### src/rtl/region_decoder.sv
module region_decoder #(
  parameter int BOOT_AW   = 14,
  parameter int EWRAM_AW  = 18,
  parameter int IWRAM_AW  = 15,
  parameter int IO_AW     = 10,
  parameter int PAL_AW    = 10,
  parameter int VRAM_AW   = 17,
  parameter int OAM_AW    = 10,
  parameter int CART_AW   = 25,
  parameter int VRAM_BYTES = 32'h18000
) (
  input  logic               clk,
  input  logic               rst_n,
  input  logic               req_valid,
  input  logic               req_wr,
  input  logic [1:0]         req_size,
  input  logic [31:0]        req_addr,
  input  logic [31:0]        req_wdata,
  input  logic [31:0]        cur_pc,
  input  logic               cur_thumb,
  input  logic [CART_AW:0]   rom_size,
  output logic [6:0]         mem_sel,
  output logic [CART_AW-1:0] mem_addr,
  output logic               mem_we,
  output logic [3:0]         mem_be,
  output logic [31:0]        mem_wdata,
  input  logic [31:0]        mem_rdata,
  output logic [BOOT_AW-1:0] boot_addr,
  input  logic [31:0]        boot_rdata,
  output logic [31:0]        rd_data
);

  localparam int MA_W = CART_AW;
  localparam logic [23:0] VRAM_LIM  = 24'(VRAM_BYTES);
  localparam logic [23:0] VRAM_WLIM = 24'(VRAM_BYTES - 2);

  logic [3:0]  region;
  logic [23:0] offs;
  logic        is_byte, is_half, is_word;
  logic        pc_in_boot, boot_rd, cart_rgn, cart_over;
  logic [CART_AW-1:0] cart_off;
  logic [BOOT_AW-1:0] peek;
  logic [31:0] prot_q, src, fmt;
  logic [63:0] dbl;
  logic [15:0] hsel;
  logic        drop, wr_ok;
  logic [3:0]  be_raw;
  logic        unused_hi;

  assign region  = req_addr[27:24];
  assign offs    = req_addr[23:0];
  assign is_byte = (req_size == 2'd0);
  assign is_half = (req_size == 2'd1);
  assign is_word = req_size[1];

  assign pc_in_boot = (cur_pc[27:24] == 4'h0);
  assign boot_rd    = req_valid && !req_wr && (region == 4'h0);
  assign cart_rgn   = (region >= 4'h8) && (region <= 4'hD);
  assign cart_off   = CART_AW'({region[0], offs});
  assign cart_over  = {1'b0, cart_off} >= rom_size;

  assign peek      = cur_pc[BOOT_AW-1:0] + BOOT_AW'(cur_thumb ? 4 : 8);
  assign boot_addr = boot_rd ? offs[BOOT_AW-1:0] : {peek[BOOT_AW-1:2], 2'b00};
  assign unused_hi = ^{req_addr[31:28], cur_pc[31:28], cur_pc[23:BOOT_AW]};

  always_ff @(posedge clk or negedge rst_n) begin
    if (!rst_n)
      prot_q <= '0;
    else if (pc_in_boot && !boot_rd)
      prot_q <= boot_rdata;
  end

  always_comb begin
    mem_sel  = '0;
    mem_addr = '0;
    if (req_valid) begin
      case (region)
        4'h2: begin mem_sel = 7'b0000001; mem_addr = MA_W'(offs[EWRAM_AW-1:0]); end
        4'h3: begin mem_sel = 7'b0000010; mem_addr = MA_W'(offs[IWRAM_AW-1:0]); end
        4'h4: begin mem_sel = 7'b0000100; mem_addr = MA_W'(offs[IO_AW-1:0]);    end
        4'h5: begin mem_sel = 7'b0001000; mem_addr = MA_W'(offs[PAL_AW-1:0]);   end
        4'h6: begin mem_sel = 7'b0010000; mem_addr = MA_W'(offs[VRAM_AW-1:0]);  end
        4'h7: begin mem_sel = 7'b0100000; mem_addr = MA_W'(offs[OAM_AW-1:0]);   end
        4'h8, 4'h9, 4'hA, 4'hB, 4'hC, 4'hD:
              begin mem_sel = 7'b1000000; mem_addr = cart_off; end
        default: ;
      endcase
    end
  end

  always_comb begin
    if (region == 4'h0) begin
      if (pc_in_boot)
        src = (offs[23:BOOT_AW] == '0) ? boot_rdata : 32'h0;
      else
        src = prot_q;
    end else if (cart_rgn) begin
      src = cart_over ? 32'h0 : mem_rdata;
    end else if (region >= 4'h2 && region <= 4'h7) begin
      src = mem_rdata;
    end else begin
      src = 32'h0;
    end
  end

  assign dbl  = {src, src} >> {req_addr[1:0], 3'b000};
  assign hsel = req_addr[1] ? src[31:16] : src[15:0];

  always_comb begin
    if (is_word)
      fmt = dbl[31:0];
    else if (is_half)
      fmt = {16'h0, req_addr[0] ? {hsel[7:0], hsel[15:8]} : hsel};
    else
      fmt = {24'h0, dbl[7:0]};
  end

  assign rd_data = (req_valid && !req_wr) ? fmt : 32'h0;

  always_comb begin
    drop = 1'b0;
    if (region == 4'h5 || region == 4'h7)
      drop = is_byte;
    else if (region == 4'h6)
      drop = (is_byte && offs >= VRAM_LIM) || (is_word && offs >= VRAM_WLIM);
  end

  assign wr_ok = req_valid && req_wr && (region >= 4'h2) && (region <= 4'h7) && !drop;

  always_comb begin
    if (is_word)
      be_raw = 4'b1111;
    else if (is_half || region == 4'h6)
      be_raw = req_addr[1] ? 4'b1100 : 4'b0011;
    else
      be_raw = 4'b0001 << req_addr[1:0];
  end

  assign mem_we = wr_ok;
  assign mem_be = wr_ok ? be_raw : 4'b0000;
  assign mem_wdata = is_word ? req_wdata :
                     is_half ? {2{req_wdata[15:0]}} : {4{req_wdata[7:0]}};

endmodule


### config.mk
export PLATFORM = sky130hd
export DESIGN_NAME = region_decoder
export DESIGN_NICKNAME = d
export VERILOG_FILES = /design/src/rtl/region_decoder.sv
export SDC_FILE = /design/constraint.sdc
export NUM_CORES = 1
export LEC_CHECK = 0
export ABC_AREA = 1
export ABC_CLOCK_PERIOD_IN_PS = 3450
export BUFFER_PORTS_ARGS = -buffer_cell sky130_fd_sc_hd__clkbuf_2
export CAP_MARGIN = 20
export CORE_ASPECT_RATIO = 0.75
export CORE_MARGIN = 8
export CORE_UTILIZATION = 47
export DETAILED_ROUTE_END_ITERATION = 6
export PLACE_DENSITY = 0.89
export SLEW_MARGIN = 20
export SYNTH_ARGS = -nofsm -noshare
export SYNTH_HDL_FRONTEND = slang
export SYNTH_SLANG_ARGS = --single-unit
### constraint.sdc
create_clock -name clk -period 3.45 [get_ports clk]
set_input_delay 0.345 -clock clk [delete_from_list [all_inputs] [get_ports clk]]
set_output_delay 0.345 -clock clk [all_outputs]
set_load 0.05 [all_outputs]
* After elaboration in Yosys (flattened, before gate mapping) *
Cells that the tools add are included.

storage, ports and cells
  bits in registers = 32
  logic and storage cells = 72
  output and inout port bits = 115

cells by class
  shifts and indexed selects = 2
  reduce and logical (&&, ||, !) cells = 23
  mux-type cells = 25
  eq/ne operators = 13
  $lt $le $gt $ge = 7
  add/sub/neg operators = 1

operators by type and width
  kind                                                                                    number
  32-bit 2-to-1 mux                                                                       10
  25-bit case mux with 5 select lines                                                     1
  64-bit by 5-bit >> shifter with 32-bit output                                           1
  7-bit case mux with 7 select lines                                                      1
  24-bit by 17-bit greater-or-equal comparator with 1-bit output (second input constant)  2
  16-bit 2-to-1 mux                                                                       3
  25-bit by 26-bit greater-or-equal comparator with 1-bit output                          1
  25-bit 2-to-1 mux                                                                       1
  4-bit equality test (second input constant)                                             6
  4-bit 2-to-1 mux                                                                        5
  4-bit by 3-bit equality test with 1-bit output (second input constant)                  4
  14-bit by 4-bit adder with 14-bit output                                                1
  14-bit 2-to-1 mux                                                                       1
  1-bit logical AND                                                                       11
  10-bit zero test                                                                        1
  4-bit by 2-bit equality test with 1-bit output (second input constant)                  2
  4-bit zero test                                                                         2
  7-bit 2-to-1 mux                                                                        1
  6-bit OR reduction                                                                      1
  4-bit by 2-bit greater-or-equal comparator with 1-bit output (second input constant)    1
  4-bit greater-or-equal comparator (second input constant)                               1
  4-bit by 3-bit <= comparator with 1-bit output (second input constant)                  1
  4-bit <= comparator (second input constant)                                             1
  1-bit by 2-bit left shift with 4-bit output (first input constant)                      1
  6 further kinds                                                                         11

* Logic depth before layout (Yosys ltp) *
  word-level depth = 10
  depth in mapped cells = 21
  gate-level depth less buffers = 17

* Worst setup path after synthesis *
OpenSTA, ideal clock, no wires.

  path type = input-to-output
  start point = in req_addr[0]
  end point = out rd_data[0]
  path slack = -0.426 ns
  required time = 3.105 ns
  data arrival time = 3.531 ns
  cell stages on the path = 19
  cells stage by stage = clkbuf_1 > inv_1 > clkbuf_1 > buf_1 > ha_1 > nand2_1 > nor2_1 > nand2_1 > nor2_1 > nand3_1 > nand2_1 > inv_1 > nand3_1 > nand2_2 > buf_2 > nand2_1 > nand3_2 > nand2_1 > a211oi_1

between the ends
  cells in the longest elaborated chain, start to end = 9

ends and longest elaborated chain
  element                                                                                                 RTL line  source
  start: declaration                                                                                      17        input logic [31:0] req_addr,
  branches (longest 7 deep; another with 25-bit by 26-bit greater-or-equal comparator with 1-bit output)  -
  32-bit 2-to-1 mux *                                                                                     110       if (is_word)
  32-bit 2-to-1 mux *                                                                                     118       assign rd_data = (req_valid && !req_wr) ? fmt : 32'h0;
  end: declaration                                                                                        30        output logic [31:0] rd_data

Mark *: on every way between the ends.

* Worst setup path in the final report *
  start point = in req_addr[24]
  end point = out rd_data[3]

between the ends
  cells in the longest elaborated chain, start to end = 10

ends and longest elaborated chain
  element                                                                                                 RTL line  source
  branches (longest 4 deep; another with 25-bit by 26-bit greater-or-equal comparator with 1-bit output)  -
  32-bit 2-to-1 mux *                                                                                     92        if (region == 4'h0) begin
  branches (longest 3 deep; another with 64-bit by 5-bit >> shifter with 32-bit output)                   -
  32-bit 2-to-1 mux *                                                                                     110
  32-bit 2-to-1 mux *                                                                                     118

Marks and branches as above.

==> out/metrics.csv <==
stage;metric;value;unit
setup_path;r2r_setup_slack;2.66;ns
setup_path;path_common_cell;nand2_1;
routing;num_vias;7779;
clocking;cts_buffers;5;
clocking;cts_setup_buffers;0;
logic_synthesis;yosys-top-cells-area;nand2_1 22%, dfrtp_1 14%, nand3_1 12%;
clocking;cts_resized;0;
placed_design;dp_hpwl;19700;um
setup_path;cp_max_fo;32;
routing;wl;24400;um
routing;drtIter0Drc;997;
hold_path;worstHoldPathType;primary input to async pin;
setup_path;crit_type;primary input to primary output;
floorplan;die-width;143;um
global_route;grt_pass1_wl;37800;um
clocking;insertion_delay;0.28;ns
setup_path;reg2regPathDepth;1;
setup_path;cp-start-kind;primary input;
final_layout;drive_gt1_frac;0.293;
floorplan;ios;308;
routing;drtPass1Iterations;7;
final_layout;multi_input_area;4050;um2
global_route;overflow;0;
timing;post-route-min-period;3.07;ns
final_layout;nFillCells;1078;
clocking;cts_buffer_depth;2;
clocking;cts_tree;done;
final_layout;largest_register;prot_q;
setup_path;required;3.11;ns
logic_synthesis;syn_area_per_cell;5.49;um2
floorplan;die-area;15800;um2
logic_synthesis;synth_cells;1030;
global_route;grt_max_degree;56;
setup_path;max_stage_delay;0.51;ns
pwr;irDropWorstVdd;0.000212;V
timing;tightest_slew;0.854;ns
placed_design;portBuffers;287;
routing;vias_per_cell;5.39;
clocking;cts_root_buf;clkbuf_16;
logic_synthesis;synth_top_area_frac;0.216;
final_layout;nets;1503;
routing;ant_nets;0;
floorplan;coreArea;11700;um2
clocking;htreeDepth;2;
logic_synthesis;synth_cell_types;41;
global_route;track_usage;0.293;
logic_synthesis;synth_area;5650;um2
final_layout;layout_common_cells;325 x nand2_1, 255 x clkbuf_2, 138 x inv_1;
final_layout;reg_top3;prot_q (32);
logic_synthesis;synthXorXnorAreaFrac;0.0140;
placed_design;place_worst_setup_slack;0.460;ns
logic_synthesis;synth_top_family_by_area;simple AND/OR/NAND/NOR gates;
timing;worst_slack;0.379;ns
final_layout;n_antenna_cell;0;
final_layout;layout_commonest_cell;nand2_1;
logic_synthesis;yosysTopAreaCell;nand2_1;
timing;rsz0062_at_grt;no;
final_layout;largest_reg_flops;32;
setup_path;worst_setup_path_end_kind;primary output;
logic_synthesis;synth-seq-area-share;0.142;
setup_path;cpMaxStageDelayCell;a211oi_1;
clocking;path_clk_slew;0.05;ns
logic_synthesis;synth_nets;1251;
routing;drc_errors;0;
run;maxCapViolCount;0;
timing;relSlewSlack;0.431;
routing;routedWlPerCell;16.9;um
pwr;leakagePower;4.57;nW
timing;finalHoldViolCount;0;
setup_path;path_cells;clkbuf_2 -> ha_1 -> nand2_1 -> inv_1 -> nand2_1 -> nand2_1 -> a21oi_1 -> nand2_1 -> inv_1 -> nand3_1 -> nand2_2 -> buf_12 -> nand2_1 -> nand3_1 -> nand2_1 -> a211oi_1 -> buf_12;
logic_synthesis;yosysWarnings;0;
timing;fmax;326;MHz
floorplan;row_count;34;
timing;finalCritPeriodShare;0.890;
pwr;power.density;278;nW/um2
clocking;cts_sinks;32;
timing;finClkSkew;0;ns
final_layout;regArea;801;um2
placed_design;place_congestion;0.979;
logic_synthesis;yosys.area_share.simple;0.481;
timing;setup_viol;0;
pwr;total_power;0.00217;W
logic_synthesis;synth_mux_area_frac;0.0319;
logic_synthesis;synthAdderAreaFrac;0.0633;
setup_path;reg2reg_to;prot_q[19]$_DFFE_PN0P_;
logic_synthesis;synth_compound_area_frac;0.117;
timing;drv_slew;0;
global_route;grt_pass1_vias;7319;
outcome;outcome;finished, final reports clean;
setup_path;rr_startpoint;prot_q[19]$_DFFE_PN0P_;
setup_path;cp.arrival;2.73;ns
global_route;antenna_found_initial;0;
floorplan;die_y;111;um
final_layout;synthToLayoutAreaGrowth;38.2;%
clocking;postCtsHoldBufs;0;
floorplan;start_util;0.485;
logic_synthesis;synth_seq_cells;32;
layer usage:
layer / share of wire / GRT usage / vias to the layer above / routed length (um)
li1: - / - / 3774 / -
met1: 0.41 / 0.383 / 3441 / 9890
met2: 0.45 / 0.478 / 500 / 11100
met3: 0.11 / 0.0650 / 64 / 2760
met4: 0.028 / 0.0671 / 0 / 681
met5: 0 / 0 / - / 0
stage by stage:
step / instance area [um2] / hold slack, ns / util / std cells / setup TNS, ns
after floorplan: 5700 / 0.0494 / - / 1030 / -2.48
final: 7810 / 0.169 / 0.670 / 1444 / 0
after detailed placement: 7660 / 0.474 / 0.657 / 1437 / 0
after global routing: 7810 / 0.243 / 0.670 / 1444 / 0
after CTS: 7810 / 0.187 / 0.670 / 1444 / 0
after global placement: 7660 / 0.464 / 0.657 / 1437 / 0
cell usage after synthesis, drive strengths merged:
cell type  count
o211ai         7
a31oi          1
nand3        145
mux2          16
fa             1
nand2        336
ha            27
nor2         114
inv          140
xnor2          1
o21bai         1
clkinv         5
o21ai         35
clkbuf        21
o31ai          1
xor2           8
a21oi         58
nand3b         1
a21o           2
nor3b          8
nand4          5
dfrtp         32
a211oi         7
nor4           5
nor3          12
o21a           1
buf           39
a311oi         1
how the worst max path moves through the flow:
| stage | from | endpoint | slack (ns) | depth (start not counted) |
|---|---|---|---|---|
| final | req_addr[24] | rd_data[3] | 0.38 | 17 |
| after global routing | req_addr[24] | rd_data[5] | 0.19 | 17 |
| after CTS | req_addr[24] | rd_data[3] | 0.44 | 17 |
| after detailed placement | req_addr[24] | rd_data[5] | 0.46 | 17 |
| after global placement | req_addr[24] | rd_data[5] | 0.53 | 17 |
| after floorplan | req_addr[0] | rd_data[0] | -0.43 | 19 |
layout make-up:
cell class / count / area share
multi-input cells: 793 / 0.518
repair buffers: 305 / 0.264
flip-flops and latches: 32 / 0.103
inverters: 145 / 0.0697
well taps: 162 / 0.0260
clock buffers: 7 / 0.0195
cells by family (layout without fill, tap and decap cells):
kind of cell               count (synthesis)  after routing
and+or+nand+nor                          626            626
buffers and inverters                    205            457
AOI/OAI and AO/OA                        114            114
DFF                                       32             32
adders and majority gates                 28             28
muxes                                     16             16
xor gates and xnor gates                   9              9
where the power goes:
part           switching, W  internal, W  leakage [nW]
registers         0.0000385     0.000454         0.393
logic              0.000809     0.000406          4.10
clock network      0.000163     0.000303        0.0760
worst max-delay path: cells and delay by family:
family / cells / cell delay [ns]
AND/OR/NAND/NOR: 9 / 0.74
AO/OA/AOI/OAI: 2 / 0.63
adder cells (fa/ha/maj): 1 / 0.34
buffers and inverters: 5 / 0.66
(Power assumes the default switching activity.)
